<file path="config.mk">
export PLATFORM = sky130hd
export DESIGN_NAME = pll_prog_seq
export DESIGN_NICKNAME = d
export VERILOG_FILES = /design/src/rtl/pll_seq_pkg.sv /design/src/rtl/pll_seq_divider.sv /design/src/rtl/pll_mdec_encoder.sv /design/src/rtl/pll_poll_timer.sv /design/src/rtl/pll_prog_seq.sv
export SDC_FILE = /design/constraint.sdc
export NUM_CORES = 1
export LEC_CHECK = 0
export BUFFER_PORTS_ARGS = -buffer_cell sky130_fd_sc_hd__buf_2
export CAP_MARGIN = 20
export CORE_MARGIN = 1.5
export CORE_UTILIZATION = 61
export CTS_CLUSTER_DIAMETER = 30
export DETAILED_ROUTE_END_ITERATION = 6
export GPL_TIMING_DRIVEN = 0
export PLACE_DENSITY = 0.79
export SLEW_MARGIN = 20
export SYNTH_ARGS = -nofsm -noshare
export SYNTH_HDL_FRONTEND = slang
export SYNTH_SLANG_ARGS = --single-unit
</file>
<file path="constraint.sdc">
create_clock -name clk -period 4.76 [get_ports clk]
set_input_delay 0.714 -clock clk [delete_from_list [all_inputs] [get_ports clk]]
set_output_delay 0.714 -clock clk [all_outputs]
set_load 0.05 [all_outputs]
</file>
<file path="src/rtl/pll_seq_pkg.sv">
package pll_seq_pkg;

  localparam int MSEL_MAX = 32768;
  localparam logic [31:0] NP_UNITY = 32'h0030_2062;

  localparam int CB_PD     = 0;
  localparam int CB_BYPASS = 1;
  localparam int CB_DIN    = 2;
  localparam int CB_DOUT   = 3;
  localparam int CB_OUTEN  = 4;

  typedef enum logic [3:0] {
    S_IDLE, S_DIV, S_CHECK, S_ENC, S_RD_CTRL, S_CAP_CTRL, S_WR_PD,
    S_WR_MUL, S_WR_NP, S_WR_PU, S_WAIT, S_RD_STAT, S_CHK_STAT, S_WR_EN
  } seq_state_e;

  // proportional bandwidth field from the plain multiplier
  function automatic logic [4:0] band_p(input logic [15:0] m);
    if (m < 16'd60) return 5'(m[15:1] + 15'd1);
    return 5'd31;
  endfunction

  // integral bandwidth field; q is 1024/(m+9), exact marks zero remainder
  function automatic logic [5:0] band_i(input logic [15:0] m,
                                        input logic [10:0] q,
                                        input logic exact);
    if (m > 16'd16384) return 6'd1;
    if (m > 16'd8192)  return 6'd2;
    if (m > 16'd2048)  return 6'd4;
    if (m >= 16'd501)  return 6'd8;
    if (m >= 16'd60)   return exact ? 6'((q + 11'd1) << 2) : 6'(q << 2);
    return 6'({2'b00, m[5:2]} << 2) + 6'd4;
  endfunction

endpackage

</file>
<file path="src/rtl/pll_seq_divider.sv">
module pll_seq_divider #(
  parameter int NUM_W = 32,
  parameter int DEN_W = 33
) (
  input  logic             clk,
  input  logic             rst_n,
  input  logic             start,
  input  logic [NUM_W-1:0] num,
  input  logic [DEN_W-1:0] den,
  output logic             done,
  output logic [NUM_W-1:0] quo,
  output logic [DEN_W-1:0] rem
);
  localparam int CNT_W = $clog2(NUM_W + 1);

  logic             run_q, run_d, done_q, done_d;
  logic [NUM_W-1:0] sh_q, sh_d, quo_q, quo_d;
  logic [DEN_W-1:0] den_q, den_d, rem_q, rem_d;
  logic [CNT_W-1:0] cnt_q, cnt_d;
  logic [DEN_W:0]   trial;
  logic             ge;

  always_comb begin
    trial  = {rem_q, sh_q[NUM_W-1]};
    ge     = (trial >= {1'b0, den_q});
    run_d  = run_q;
    sh_d   = sh_q;
    quo_d  = quo_q;
    den_d  = den_q;
    rem_d  = rem_q;
    cnt_d  = cnt_q;
    done_d = 1'b0;
    if (start) begin
      run_d = 1'b1;
      sh_d  = num;
      den_d = den;
      rem_d = '0;
      quo_d = '0;
      cnt_d = '0;
    end else if (run_q) begin
      rem_d = ge ? DEN_W'(trial - {1'b0, den_q}) : DEN_W'(trial);
      quo_d = {quo_q[NUM_W-2:0], ge};
      sh_d  = sh_q << 1;
      cnt_d = cnt_q + 1'b1;
      if (cnt_q == CNT_W'(NUM_W - 1)) begin
        run_d  = 1'b0;
        done_d = 1'b1;
      end
    end
  end

  always_ff @(posedge clk or negedge rst_n) begin
    if (!rst_n) begin
      run_q  <= 1'b0;
      done_q <= 1'b0;
      sh_q   <= '0;
      quo_q  <= '0;
      den_q  <= '0;
      rem_q  <= '0;
      cnt_q  <= '0;
    end else begin
      run_q  <= run_d;
      done_q <= done_d;
      sh_q   <= sh_d;
      quo_q  <= quo_d;
      den_q  <= den_d;
      rem_q  <= rem_d;
      cnt_q  <= cnt_d;
    end
  end

  assign done = done_q;
  assign quo  = quo_q;
  assign rem  = rem_q;
endmodule

</file>
<file path="src/rtl/pll_mdec_encoder.sv">
module pll_mdec_encoder
  import pll_seq_pkg::*;
(
  input  logic        clk,
  input  logic        rst_n,
  input  logic        start,
  input  logic [15:0] msel,
  output logic        done,
  output logic [16:0] mdec
);
  logic        run_q, run_d, done_q, done_d;
  logic [14:0] x_q, x_d, x_n;
  logic [15:0] cnt_q, cnt_d;
  logic [16:0] mdec_q, mdec_d;

  always_comb begin
    x_n    = {x_q[0] ^ x_q[1], x_q[14:1]};
    run_d  = run_q;
    x_d    = x_q;
    cnt_d  = cnt_q;
    mdec_d = mdec_q;
    done_d = 1'b0;
    if (start) begin
      case (msel)
        16'd0: begin mdec_d = 17'h0;     done_d = 1'b1; end
        16'd1: begin mdec_d = 17'h18003; done_d = 1'b1; end
        16'd2: begin mdec_d = 17'h10003; done_d = 1'b1; end
        default: begin
          run_d = 1'b1;
          x_d   = 15'h4000;
          cnt_d = msel;
        end
      endcase
    end else if (run_q) begin
      x_d   = x_n;
      cnt_d = cnt_q + 16'd1;
      if (cnt_q == 16'(MSEL_MAX)) begin
        run_d  = 1'b0;
        done_d = 1'b1;
        mdec_d = {2'b00, x_n};
      end
    end
  end

  always_ff @(posedge clk or negedge rst_n) begin
    if (!rst_n) begin
      run_q  <= 1'b0;
      done_q <= 1'b0;
      x_q    <= '0;
      cnt_q  <= '0;
      mdec_q <= '0;
    end else begin
      run_q  <= run_d;
      done_q <= done_d;
      x_q    <= x_d;
      cnt_q  <= cnt_d;
      mdec_q <= mdec_d;
    end
  end

  assign done = done_q;
  assign mdec = mdec_q;
endmodule

</file>
<file path="src/rtl/pll_poll_timer.sv">
module pll_poll_timer #(
  parameter int CYCLES = 1250
) (
  input  logic clk,
  input  logic rst_n,
  input  logic en,
  output logic expired
);
  localparam int CNT_W = (CYCLES > 1) ? $clog2(CYCLES) : 1;

  logic [CNT_W-1:0] cnt_q, cnt_d;

  always_comb begin
    expired = en && (cnt_q == CNT_W'(CYCLES - 1));
    if (!en || expired) cnt_d = '0;
    else                cnt_d = cnt_q + 1'b1;
  end

  always_ff @(posedge clk or negedge rst_n) begin
    if (!rst_n) cnt_q <= '0;
    else        cnt_q <= cnt_d;
  end
endmodule

</file>
<file path="src/rtl/pll_prog_seq.sv">
module pll_prog_seq
  import pll_seq_pkg::*;
#(
  parameter int CLK_FREQ_HZ = 125_000_000,
  parameter int WAIT_US     = 10,
  parameter int POLL_MAX    = 4,
  parameter int RATE_W      = 32,
  parameter int ADDR_W      = 8,
  parameter int DATA_W      = 32,
  parameter logic [ADDR_W-1:0] OFS_STAT = 'h00,
  parameter logic [ADDR_W-1:0] OFS_CTRL = 'h04,
  parameter logic [ADDR_W-1:0] OFS_MUL  = 'h08,
  parameter logic [ADDR_W-1:0] OFS_NP   = 'h0C
) (
  input  logic              clk,
  input  logic              rst_n,
  input  logic              req_valid,
  input  logic [RATE_W-1:0] req_parent,
  input  logic [RATE_W-1:0] req_target,
  output logic              busy,
  output logic              done,
  output logic              err,
  output logic [ADDR_W-1:0] reg_addr,
  output logic [DATA_W-1:0] reg_wdata,
  output logic              reg_we,
  input  logic [DATA_W-1:0] reg_rdata
);
  localparam int WAIT_CYC = (CLK_FREQ_HZ / 1_000_000) * WAIT_US;
  localparam int SAMP_W   = $clog2(POLL_MAX + 1);
  localparam logic [DATA_W-1:0] M_PD    = DATA_W'(1) << CB_PD;
  localparam logic [DATA_W-1:0] M_OUTEN = DATA_W'(1) << CB_OUTEN;
  localparam logic [DATA_W-1:0] M_MODE  = (DATA_W'(1) << CB_BYPASS) |
                                          (DATA_W'(1) << CB_DIN) |
                                          (DATA_W'(1) << CB_DOUT) | M_OUTEN;

  seq_state_e        st_q, st_d;
  logic [RATE_W-1:0] par_q, par_d, tgt_q, tgt_d;
  logic [DATA_W-1:0] ctrl_q, ctrl_d;
  logic [15:0]       msel_q, msel_d;
  logic [SAMP_W-1:0] samp_q, samp_d;
  logic              done_q, done_d, err_q, err_d;
  logic              encf_q, encf_d, self_q, self_d;

  // multiplier division
  logic              mdiv_start, mdiv_done;
  logic [RATE_W-1:0] mquo;
  logic [RATE_W:0]   mrem, mceil;
  logic              bad;

  pll_seq_divider #(.NUM_W(RATE_W), .DEN_W(RATE_W + 1)) u_mdiv (
    .clk(clk), .rst_n(rst_n), .start(mdiv_start),
    .num(req_parent), .den({req_target, 1'b0}),
    .done(mdiv_done), .quo(mquo), .rem(mrem)
  );

  assign mdiv_start = (st_q == S_IDLE) && req_valid;
  assign mceil = {1'b0, mquo} + {{RATE_W{1'b0}}, |mrem};
  assign bad = (par_q < tgt_q) || (tgt_q == '0) || (mceil == '0) ||
               (mceil > (RATE_W + 1)'(MSEL_MAX));

  // encoding and bandwidth division
  logic        enc_start, enc_done, sdiv_done;
  logic [16:0] mdec;
  logic [10:0] squo;
  logic [15:0] srem;

  assign enc_start = (st_q == S_CHECK) && !bad;

  pll_mdec_encoder u_enc (
    .clk(clk), .rst_n(rst_n), .start(enc_start),
    .msel(mceil[15:0]), .done(enc_done), .mdec(mdec)
  );

  pll_seq_divider #(.NUM_W(11), .DEN_W(16)) u_sdiv (
    .clk(clk), .rst_n(rst_n), .start(enc_start),
    .num(11'd1024), .den(mceil[15:0] + 16'd9),
    .done(sdiv_done), .quo(squo), .rem(srem)
  );

  logic [DATA_W-1:0] mul_word;
  assign mul_word = DATA_W'({band_i(msel_q, squo, srem == '0),
                             band_p(msel_q), mdec});

  // lock wait timer
  logic tmr_exp;
  pll_poll_timer #(.CYCLES(WAIT_CYC)) u_tmr (
    .clk(clk), .rst_n(rst_n), .en(st_q == S_WAIT), .expired(tmr_exp)
  );

  // next state
  always_comb begin
    st_d   = st_q;
    par_d  = par_q;
    tgt_d  = tgt_q;
    ctrl_d = ctrl_q;
    msel_d = msel_q;
    samp_d = samp_q;
    encf_d = encf_q | enc_done;
    self_d = self_q | sdiv_done;
    done_d = 1'b0;
    err_d  = 1'b0;
    case (st_q)
      S_IDLE: if (req_valid) begin
        par_d = req_parent;
        tgt_d = req_target;
        st_d  = S_DIV;
      end
      S_DIV: if (mdiv_done) st_d = S_CHECK;
      S_CHECK: begin
        encf_d = 1'b0;
        self_d = 1'b0;
        samp_d = '0;
        msel_d = mceil[15:0];
        if (bad) begin
          done_d = 1'b1;
          err_d  = 1'b1;
          st_d   = S_IDLE;
        end else begin
          st_d = S_ENC;
        end
      end
      S_ENC:      if (encf_q && self_q) st_d = S_RD_CTRL;
      S_RD_CTRL:  st_d = S_CAP_CTRL;
      S_CAP_CTRL: begin
        ctrl_d = reg_rdata;
        st_d   = S_WR_PD;
      end
      S_WR_PD:    st_d = S_WR_MUL;
      S_WR_MUL:   st_d = S_WR_NP;
      S_WR_NP:    st_d = S_WR_PU;
      S_WR_PU:    st_d = S_WAIT;
      S_WAIT:     if (tmr_exp) st_d = S_RD_STAT;
      S_RD_STAT: begin
        samp_d = samp_q + 1'b1;
        st_d   = S_CHK_STAT;
      end
      S_CHK_STAT: begin
        if (reg_rdata[0]) begin
          st_d = S_WR_EN;
        end else if (samp_q == SAMP_W'(POLL_MAX)) begin
          done_d = 1'b1;
          err_d  = 1'b1;
          st_d   = S_IDLE;
        end else begin
          st_d = S_WAIT;
        end
      end
      S_WR_EN: begin
        done_d = 1'b1;
        st_d   = S_IDLE;
      end
      default: st_d = S_IDLE;
    endcase
  end

  // register port drive
  always_comb begin
    reg_we    = 1'b0;
    reg_addr  = OFS_CTRL;
    reg_wdata = '0;
    case (st_q)
      S_RD_STAT: reg_addr = OFS_STAT;
      S_WR_PD: begin
        reg_we    = 1'b1;
        reg_wdata = (ctrl_q & ~M_MODE) | M_PD;
      end
      S_WR_MUL: begin
        reg_we    = 1'b1;
        reg_addr  = OFS_MUL;
        reg_wdata = mul_word;
      end
      S_WR_NP: begin
        reg_we    = 1'b1;
        reg_addr  = OFS_NP;
        reg_wdata = DATA_W'(NP_UNITY);
      end
      S_WR_PU: begin
        reg_we    = 1'b1;
        reg_wdata = ctrl_q & ~(M_MODE | M_PD);
      end
      S_WR_EN: begin
        reg_we    = 1'b1;
        reg_wdata = (ctrl_q & ~(M_MODE | M_PD)) | M_OUTEN;
      end
      default: ;
    endcase
  end

  always_ff @(posedge clk or negedge rst_n) begin
    if (!rst_n) begin
      st_q   <= S_IDLE;
      par_q  <= '0;
      tgt_q  <= '0;
      ctrl_q <= '0;
      msel_q <= '0;
      samp_q <= '0;
      done_q <= 1'b0;
      err_q  <= 1'b0;
      encf_q <= 1'b0;
      self_q <= 1'b0;
    end else begin
      st_q   <= st_d;
      par_q  <= par_d;
      tgt_q  <= tgt_d;
      ctrl_q <= ctrl_d;
      msel_q <= msel_d;
      samp_q <= samp_d;
      done_q <= done_d;
      err_q  <= err_d;
      encf_q <= encf_d;
      self_q <= self_d;
    end
  end

  assign busy = (st_q != S_IDLE);
  assign done = done_q;
  assign err  = err_q;
endmodule

</file>
==> results of run 1 <==
[power groups by stage]
stage	Clock, mW	Combinational, mW	Sequential (mW)
floorplan	0	0.0149	2.83
global placement	0	0.108	2.83
detailed placement	0	0.120	2.83
CTS	5.44	0.121	2.79
global route	5.58	0.133	2.78
finish	5.40	0.118	2.79
[what timing repair did]
item / CTS / global route
hold buffers: 0 / 0
setup buffers: 6 / 4
endpoints found under the setup margin: 96 / 92
pin swaps: 5 / 4
gates resized for setup: 9 / 27
[metal layers]
| metal | vias to the layer above | wire length [um] |
|---|---|---|
| met1 | 8328 | 21500 |
| met4 | 0 | 2970 |
| met2 | 800 | 25900 |
| met5 | - | 0 |
| li1 | 7992 | - |
| met3 | 207 | 3750 |
[worst max-delay path, delay by kind of cell (launching register included)]
kind | cells | cell delay (ps)
buffers and inverters | 6 | 1010
AO/OA/AOI/OAI | 3 | 560
AND/OR/NAND/NOR | 10 | 2040
flip-flops | 1 | 410
adder cells (fa/ha/maj) | 2 | 420
[cell families after synthesis]
family	Yosys count	synth area share, %
other cells	1	0.0197
compound gates	488	15.7
fa+ha+maj	102	6.78
mux	120	6.58
flops	327	43.0
simple gates	784	19.0
buf+inv	206	4.47
xor+xnor	96	4.41
[area by class of cell]
cell class	instances	area, um^2
Tap cell	396	495
Clock buffer	89	2040
Multi-Input combinational cell	1596	10100
Fill cell	2113	7450
Inverter	77	289
Clock inverter	53	647
Sequential cell	327	8180
Buffer	129	583
Timing Repair Buffer	145	828
[worst paths after layout]
check,startpoint,endpoint,slack [ps]
worst max register to register,u_mdiv.rem[16],u_enc.cnt_q[14],200
worst max-delay path,u_mdiv.rem[16],u_enc.cnt_q[14],200
worst min register to register,par_q[14],par_q[14],490
min in group clk,req_parent[3],par_q[3],320
max in group asynchronous,rst_n,u_mdiv.rem[8],3450
worst min-delay path,rst_n,u_sdiv.rem[14],70
[flip-flops by register name (all words and copies together), names as in the netlist, 3 cells and up]
| register | count |
|---|---|
| u_enc.mdec | 17 |
| u_mdiv.quo | 32 |
| u_enc.cnt_q | 16 |
| tgt_q | 32 |
| st_q | 4 |
| u_mdiv.rem | 33 |
| samp_q | 3 |
| ctrl_q | 27 |
| u_mdiv.sh_q | 32 |
| u_mdiv.cnt_q | 6 |
| msel_q | 16 |
| u_sdiv.den_q | 16 |
| u_sdiv.cnt_q | 4 |
| u_sdiv.quo | 4 |
| u_enc.x_q | 15 |
| u_tmr.cnt_q | 11 |
| u_sdiv.rem | 16 |
| par_q | 32 |
[layout by cell type, fill, tap and decap left out, types with 14 or more instances in the layout]
| cell | count |
|---|---|
| ha_1 | 99 |
| xnor2_1 | 53 |
| and3_1 | 23 |
| inv_1 | 77 |
| nand4_1 | 31 |
| nor2_1 | 180 |
| a31oi_1 | 16 |
| dfrtp_1 | 327 |
| a21o_1 | 18 |
| nor2b_1 | 16 |
| a22o_1 | 18 |
| mux2i_1 | 89 |
| nor4_1 | 32 |
| buf_4 | 20 |
| o21ai_0 | 188 |
| nand2_1 | 324 |
| xor2_1 | 41 |
| mux2_2 | 29 |
| buf_2 | 145 |
| clkbuf_16 | 77 |
| clkinv_2 | 14 |
| a21oi_1 | 128 |
| a211oi_1 | 28 |
| nor3_1 | 28 |
| nand3_1 | 66 |
| clkbuf_1 | 84 |
[per-stage QoR]
step	util (%)	std cells	total power [mW]
detailed placement	66.2	2660	2.95
global route	75.7	2812	8.50
global placement	65.9	2657	2.94
floorplan	-	2129	2.85
CTS	75.4	2808	8.35
finish	75.7	2812	8.31
==> flow_metrics.tcl, run 1 <==
set metrics [dict create \
    status "finished clean" \
    worst_slew_margin_rel_pct 37.8 \
    p_sw_mw 1.88 \
    clockBufferDepth 3 \
    internal-power_mw 6.43 \
    vias_per_cell 6.16 \
    yosys_warnings 0 \
    yosys-top-cells-count "327 x dfrtp_1, 324 x nand2_1, 188 x o21ai_0, 180 x nor2_1, 128 x a21oi_1" \
    drive_gt1_share_pct 16.0 \
    dieArea_um2 32300 \
    setup_viol 0 \
    netlist.top_cell.by_area "dfrtp_1" \
    period_needed_ps 4560 \
    synth_most_common_cell "dfrtp_1" \
    sw_frac_of_total_pct 22.6 \
    critPathMaxStageDelay_ps 590 \
    grt_overflow 0 \
    power_leakage_nw 11.2 \
    areaGrowthSynthToFinish_pct 21.9 \
    worstPathMaxFanout 10 \
    fmax_mhz 219 \
    grt-busiest-layer "met2" \
    ir_drop_uv 415 \
    finClkSkew_ps 27.8 \
    critical_path_class "flip-flop to flip-flop" \
    synthArstFlopShare_pct 100 \
    synthesis.instances 2124 \
    dp_slack_ps -654 \
    cts_max_level 3 \
    cts_made_buffers 76 \
    routedWlPerCell_um 19.2 \
    setup_ws_ps 196 \
    gr-usage-all-layers_pct 33.1 \
    synth-seq-area-share_pct 43.0 \
    die_h_um 180 \
    period_share_pct 95.9 \
    io_pins 143 \
    synth_ff_type "dfrtp_1" \
    antenna_found_initial 1 \
    cts_tree "done" \
    final_nets 2553 \
    synth-edff-count 0 \
    crit_required_ps 5240 \
    drt_iter0_drc 1409 \
    dp_hpwl_um 37300 \
    synth_seq_cells 327 \
    drtAntennaViolNets 0 \
    worst_slew_pin_slew_ps 933 \
    synth_cell_types 79 \
    vias 17327 \
    syn_avg_cell_area_um2 8.97 \
    firstDrtPassIters 6 \
    tns_ps 0 \
    place.gp.congestion 0.946 \
    clock_sinks 327 \
    grt_use_met2_pct 55.4 \
    place_area_um2 20300 \
    port_buffers 132 \
    grt_pass1_vias 16944 \
    finalHoldViolations 0 \
    power_frac_clock_pct 65.0 \
    drv_cap 0 \
    grt_use_met1_pct 41.1 \
    syn_area_um2 19100 \
    worst_skew_pair.late_latency_ps 610 \
    worst_path_most_repeated_cell "buf_6" \
    power_density_nw_per_um2 358 \
    combPwrFrac_pct 1.4 \
    hp-class "input pin to asynchronous set/reset pin" \
    die-width_um 180 \
    path_clk_slew_ps 50 \
    root_buffer "clkbuf_16" \
    slew_viol_final 0 \
    cp.arrival_ps 5040 \
    wl_um 54100 \
    grt_use_met3_pct 5.41 \
    start_kind "flip-flop" \
    core_um2 30700 \
    crit_chain "or4_1 -> nor4_4 -> nand2_1 -> ha_2 -> ha_1 -> clkbuf_1 -> nand4_1 -> nor4_2 -> nor2b_1 -> buf_2 -> a311oi_2 -> a41oi_1 -> nor4_4 -> buf_4 -> and4_4 -> buf_6 -> and2_4 -> buf_6 -> buf_6 -> a32o_1 -> nor2_1" \
    r2r_cells 21 \
    grt_max_degree 92 \
    slowest_stage "or4_1" \
    final_area_um2 23200 \
    grt_pass1_wl_um 86500 \
    start_util_pct 62.1 \
    rsz0062_at_grt "no" \
    rows 64 \
    end_kind "flip-flop" \
    seqPwrFrac_pct 33.6 \
    synth_top_area_share_pct 43.0 \
    whs_ps 72.4 \
    diodes 0 \
    drc 0 \
    synth.area.top_cells "dfrtp_1 43%, ha_1 6.6%, nand2_1 6.4%, o21ai_0 4.9%, mux2i_1 4.7%" \
]
(Power assumes the default switching activity.)
==> run 2, diff against run 1 <==
Settings changed: ABC_AREA set to 1.
==> flow_metrics.tcl, run 2 <==
set metrics [dict create \
    die_h_um 181 \
    die-width_um 181 \
    dp_hpwl_um 41600 \
    path_clk_slew_ps 40 \
    vias_per_cell 5.69 \
    combPwrFrac_pct 28.0 \
    internal-power_mw 7.64 \
    clockBufferDepth 3 \
    synth-seq-area-share_pct 42.2 \
    synth-edff-count 0 \
    worst_skew_pair.late_latency_ps 570 \
    worstPathMaxFanout 10 \
    layout_common_cells "703 x nand2_1, 328 x inv_1, 327 x dfrtp_1" \
    antenna_found_initial 1 \
    worst_slew_margin_rel_pct 38.6 \
    gr-usage-all-layers_pct 34.7 \
    slowest_stage "dfrtp_1" \
    final_area_um2 23100 \
    path_buf_inv 2 \
    setup_viol 0 \
    critPathMaxStageDelay_ps 450 \
    grt_pass1_vias 18698 \
    period_needed_ps 4360 \
    port_buffers 132 \
    power_frac_clock_pct 42.0 \
    place.gp.congestion 0.939 \
    status "finished clean" \
    grt_overflow 0 \
    synth_cell_types 48 \
    netlist.top_cell.by_area "dfrtp_1" \
    drc 0 \
    finalHoldViolations 0 \
    power_leakage_nw 11.5 \
    synth_ff_type "dfrtp_1" \
    wl_um 56200 \
    start_kind "flip-flop" \
    yosys_warnings 0 \
    final_nets 3025 \
    core_um2 31500 \
    cts_made_buffers 72 \
    whs_ps 117 \
    root_buffer "clkbuf_16" \
    ir_drop_uv 364 \
    cts_tree "done" \
    rows 65 \
    fmax_mhz 229 \
    worst_path_most_repeated_cell "nand2_1" \
    synth_top_area_share_pct 42.2 \
    p_sw_mw 4.15 \
    drt_iter0_drc 1591 \
    power_density_nw_per_um2 510 \
    syn_avg_cell_area_um2 7.44 \
    slew_viol_final 0 \
    synthArstFlopShare_pct 100 \
    drtAntennaViolNets 0 \
    crit_chain "nor4_1 -> nand4_1 -> nor4_2 -> nand4_1 -> ha_1 -> ha_1 -> nand2_1 -> nor2_4 -> nand2_1 -> nor2_2 -> nand2_1 -> nand2_1 -> nor2_1 -> nand2_1 -> nor2_1 -> nand2_1 -> nor2_1 -> nor2_2 -> nand4_4 -> buf_6 -> buf_2 -> nand3_1 -> o21ai_0" \
    mostFrequentLayoutCell "nand2_1" \
    regToRegSetupSlack_ps 400 \
    cts_max_level 3 \
    areaGrowthSynthToFinish_pct 19.2 \
    post-cts-setup-buffers 0 \
    holdBufCountCts 0 \
    routedWlPerCell_um 17.1 \
    period_share_pct 91.6 \
    rsz0062_at_grt "no" \
    largest_reg_flops 33 \
    synth_seq_cells 327 \
    crit_family "simple AND/OR/NAND/NOR gates" \
    rr_endpoint "u_sdiv.rem[2]" \
    end_kind "flip-flop" \
    finClkSkew_ps 16.7 \
    drive_gt1_share_pct 10.4 \
    grt_pass1_wl_um 91400 \
    sw_frac_of_total_pct 35.2 \
    clock_sinks 327 \
    io_pins 143 \
    yosys-top-cells-count "703 x nand2_1, 328 x inv_1, 327 x dfrtp_1, 270 x o21ai_0, 239 x nor2_1" \
    syn_area_um2 19400 \
    r2r-start "u_mdiv.rem[23]" \
    synthesis.instances 2610 \
    dieArea_um2 32900 \
    vias 18661 \
    r2r_cells 23 \
    place_area_um2 20700 \
    crit_required_ps 5220 \
    critical_path_class "flip-flop to flip-flop" \
    worst_slew_pin_slew_ps 921 \
    start_util_pct 61.7 \
    synth_most_common_cell "nand2_1" \
    cp.arrival_ps 4820 \
    synth.area.top_cells "dfrtp_1 42%, nand2_1 14%, o21ai_0 7.0%, ha_1 6.4%, inv_1 6.3%" \
    seqPwrFrac_pct 30.1 \
    drv_cap 0 \
    hp-class "input pin to asynchronous set/reset pin" \
    crit_start "u_mdiv.rem[23]" \
    firstDrtPassIters 6 \
    grt_max_degree 96 \
    cts_resized 0 \
    utilization_pct 73.5 \
]
## run 2: cell types whose count changed after synthesis, moves of 48 or more
cell | before | now
nand2_1 | 324 | 703
mux2i_1 | 89 | 0
nor2_1 | 180 | 239
o22ai_1 | 2 | 50
inv_1 | 77 | 328
nand3_1 | 66 | 114
o21ai_0 | 188 | 270
## run 2: how the worst max path moves through the flow
stage | end | slack (ps) | depth (start not counted)
floorplan | reg_wdata[26] | 1420 | 10
global placement | u_mdiv.rem[27] | -3090 | 1
detailed placement | u_sdiv.rem[9] | 220 | 20
CTS | u_sdiv.rem[9] | 210 | 20
global route | u_enc.mdec[13] | 70 | 23
finish | u_sdiv.rem[2] | 400 | 23
## run 2: power by group through the flow
| stage | combinational, mW | sequential (mW) | clock [mW] |
|---|---|---|---|
| floorplan | 2.30 | 3.43 | 0 |
| global placement | 3.10 | 3.55 | 0 |
| detailed placement | 3.18 | 3.55 | 0 |
| CTS | 3.22 | 3.53 | 4.97 |
| global route | 3.68 | 3.58 | 5.12 |
| finish | 3.30 | 3.55 | 4.95 |
## run 2: worst register-to-register path: stages, from the launching register on
cell	delay [ps]
dfrtp_1	450
nor4_1	360
nand4_1	190
nor4_2	250
nand4_1	160
ha_1	250
ha_1	240
nand2_1	150
nor2_4	70
nand2_1	180
nor2_2	100
nand2_1	70
nand2_1	150
nor2_1	180
nand2_1	90
nor2_1	190
nand2_1	80
nor2_1	150
nor2_2	70
nand4_4	120
buf_6	190
buf_2	310
nand3_1	140
o21ai_0	110
## run 2: final cells by class
class / instances / area (um^2)
timing repair buffer: 135 / 753
antenna: 1 / 2.50
clock inverter: 31 / 390
multi-input combinational: 1867 / 9590
fill: 2434 / 8340
sequential: 327 / 8180
inverter: 334 / 1250
buffer: 87 / 419
tap: 402 / 503
clock buffer: 96 / 2040
## run 2: layer usage
layer / share of wire (%) / vias up / wire (um) / global-route usage [%]
li1: - / 8953 / - / -
met2: 48 / 765 / 27200 / 59.9
met4: 4.7 / 0 / 2660 / 17.0
met3: 6.4 / 167 / 3600 / 5.80
met5: 0 / - / 0 / 0
met1: 40 / 8776 / 22700 / 42.2
## run 2: kinds of logic after synthesis
group                    Yosys count  synth area share [%]
other                              1                0.0193
buffers and inverters            421                  8.62
AO/OA/AOI/OAI                    516                  14.4
AND/OR/NAND/NOR                 1172                  25.0
flip-flops                       327                  42.2
XOR/XNOR                          71                  3.20
adder cells (fa/ha/maj)          102                  6.65
## run 2: stage by stage
step | setup slack [ps] | std cells | setup TNS (ps) | power [mW]
4_1_cts | 210 | 3279 | 0 | 11.7
5_1_grt | 72.5 | 3279 | 0 | 12.4
3_5_place_dp | 221 | 3152 | 0 | 6.73
6_report | 402 | 3280 | 0 | 11.8
3_3_place_gp | -3090 | 3149 | -1000690 | 6.64
2_1_floorplan | 1420 | 2615 | 0 | 5.73
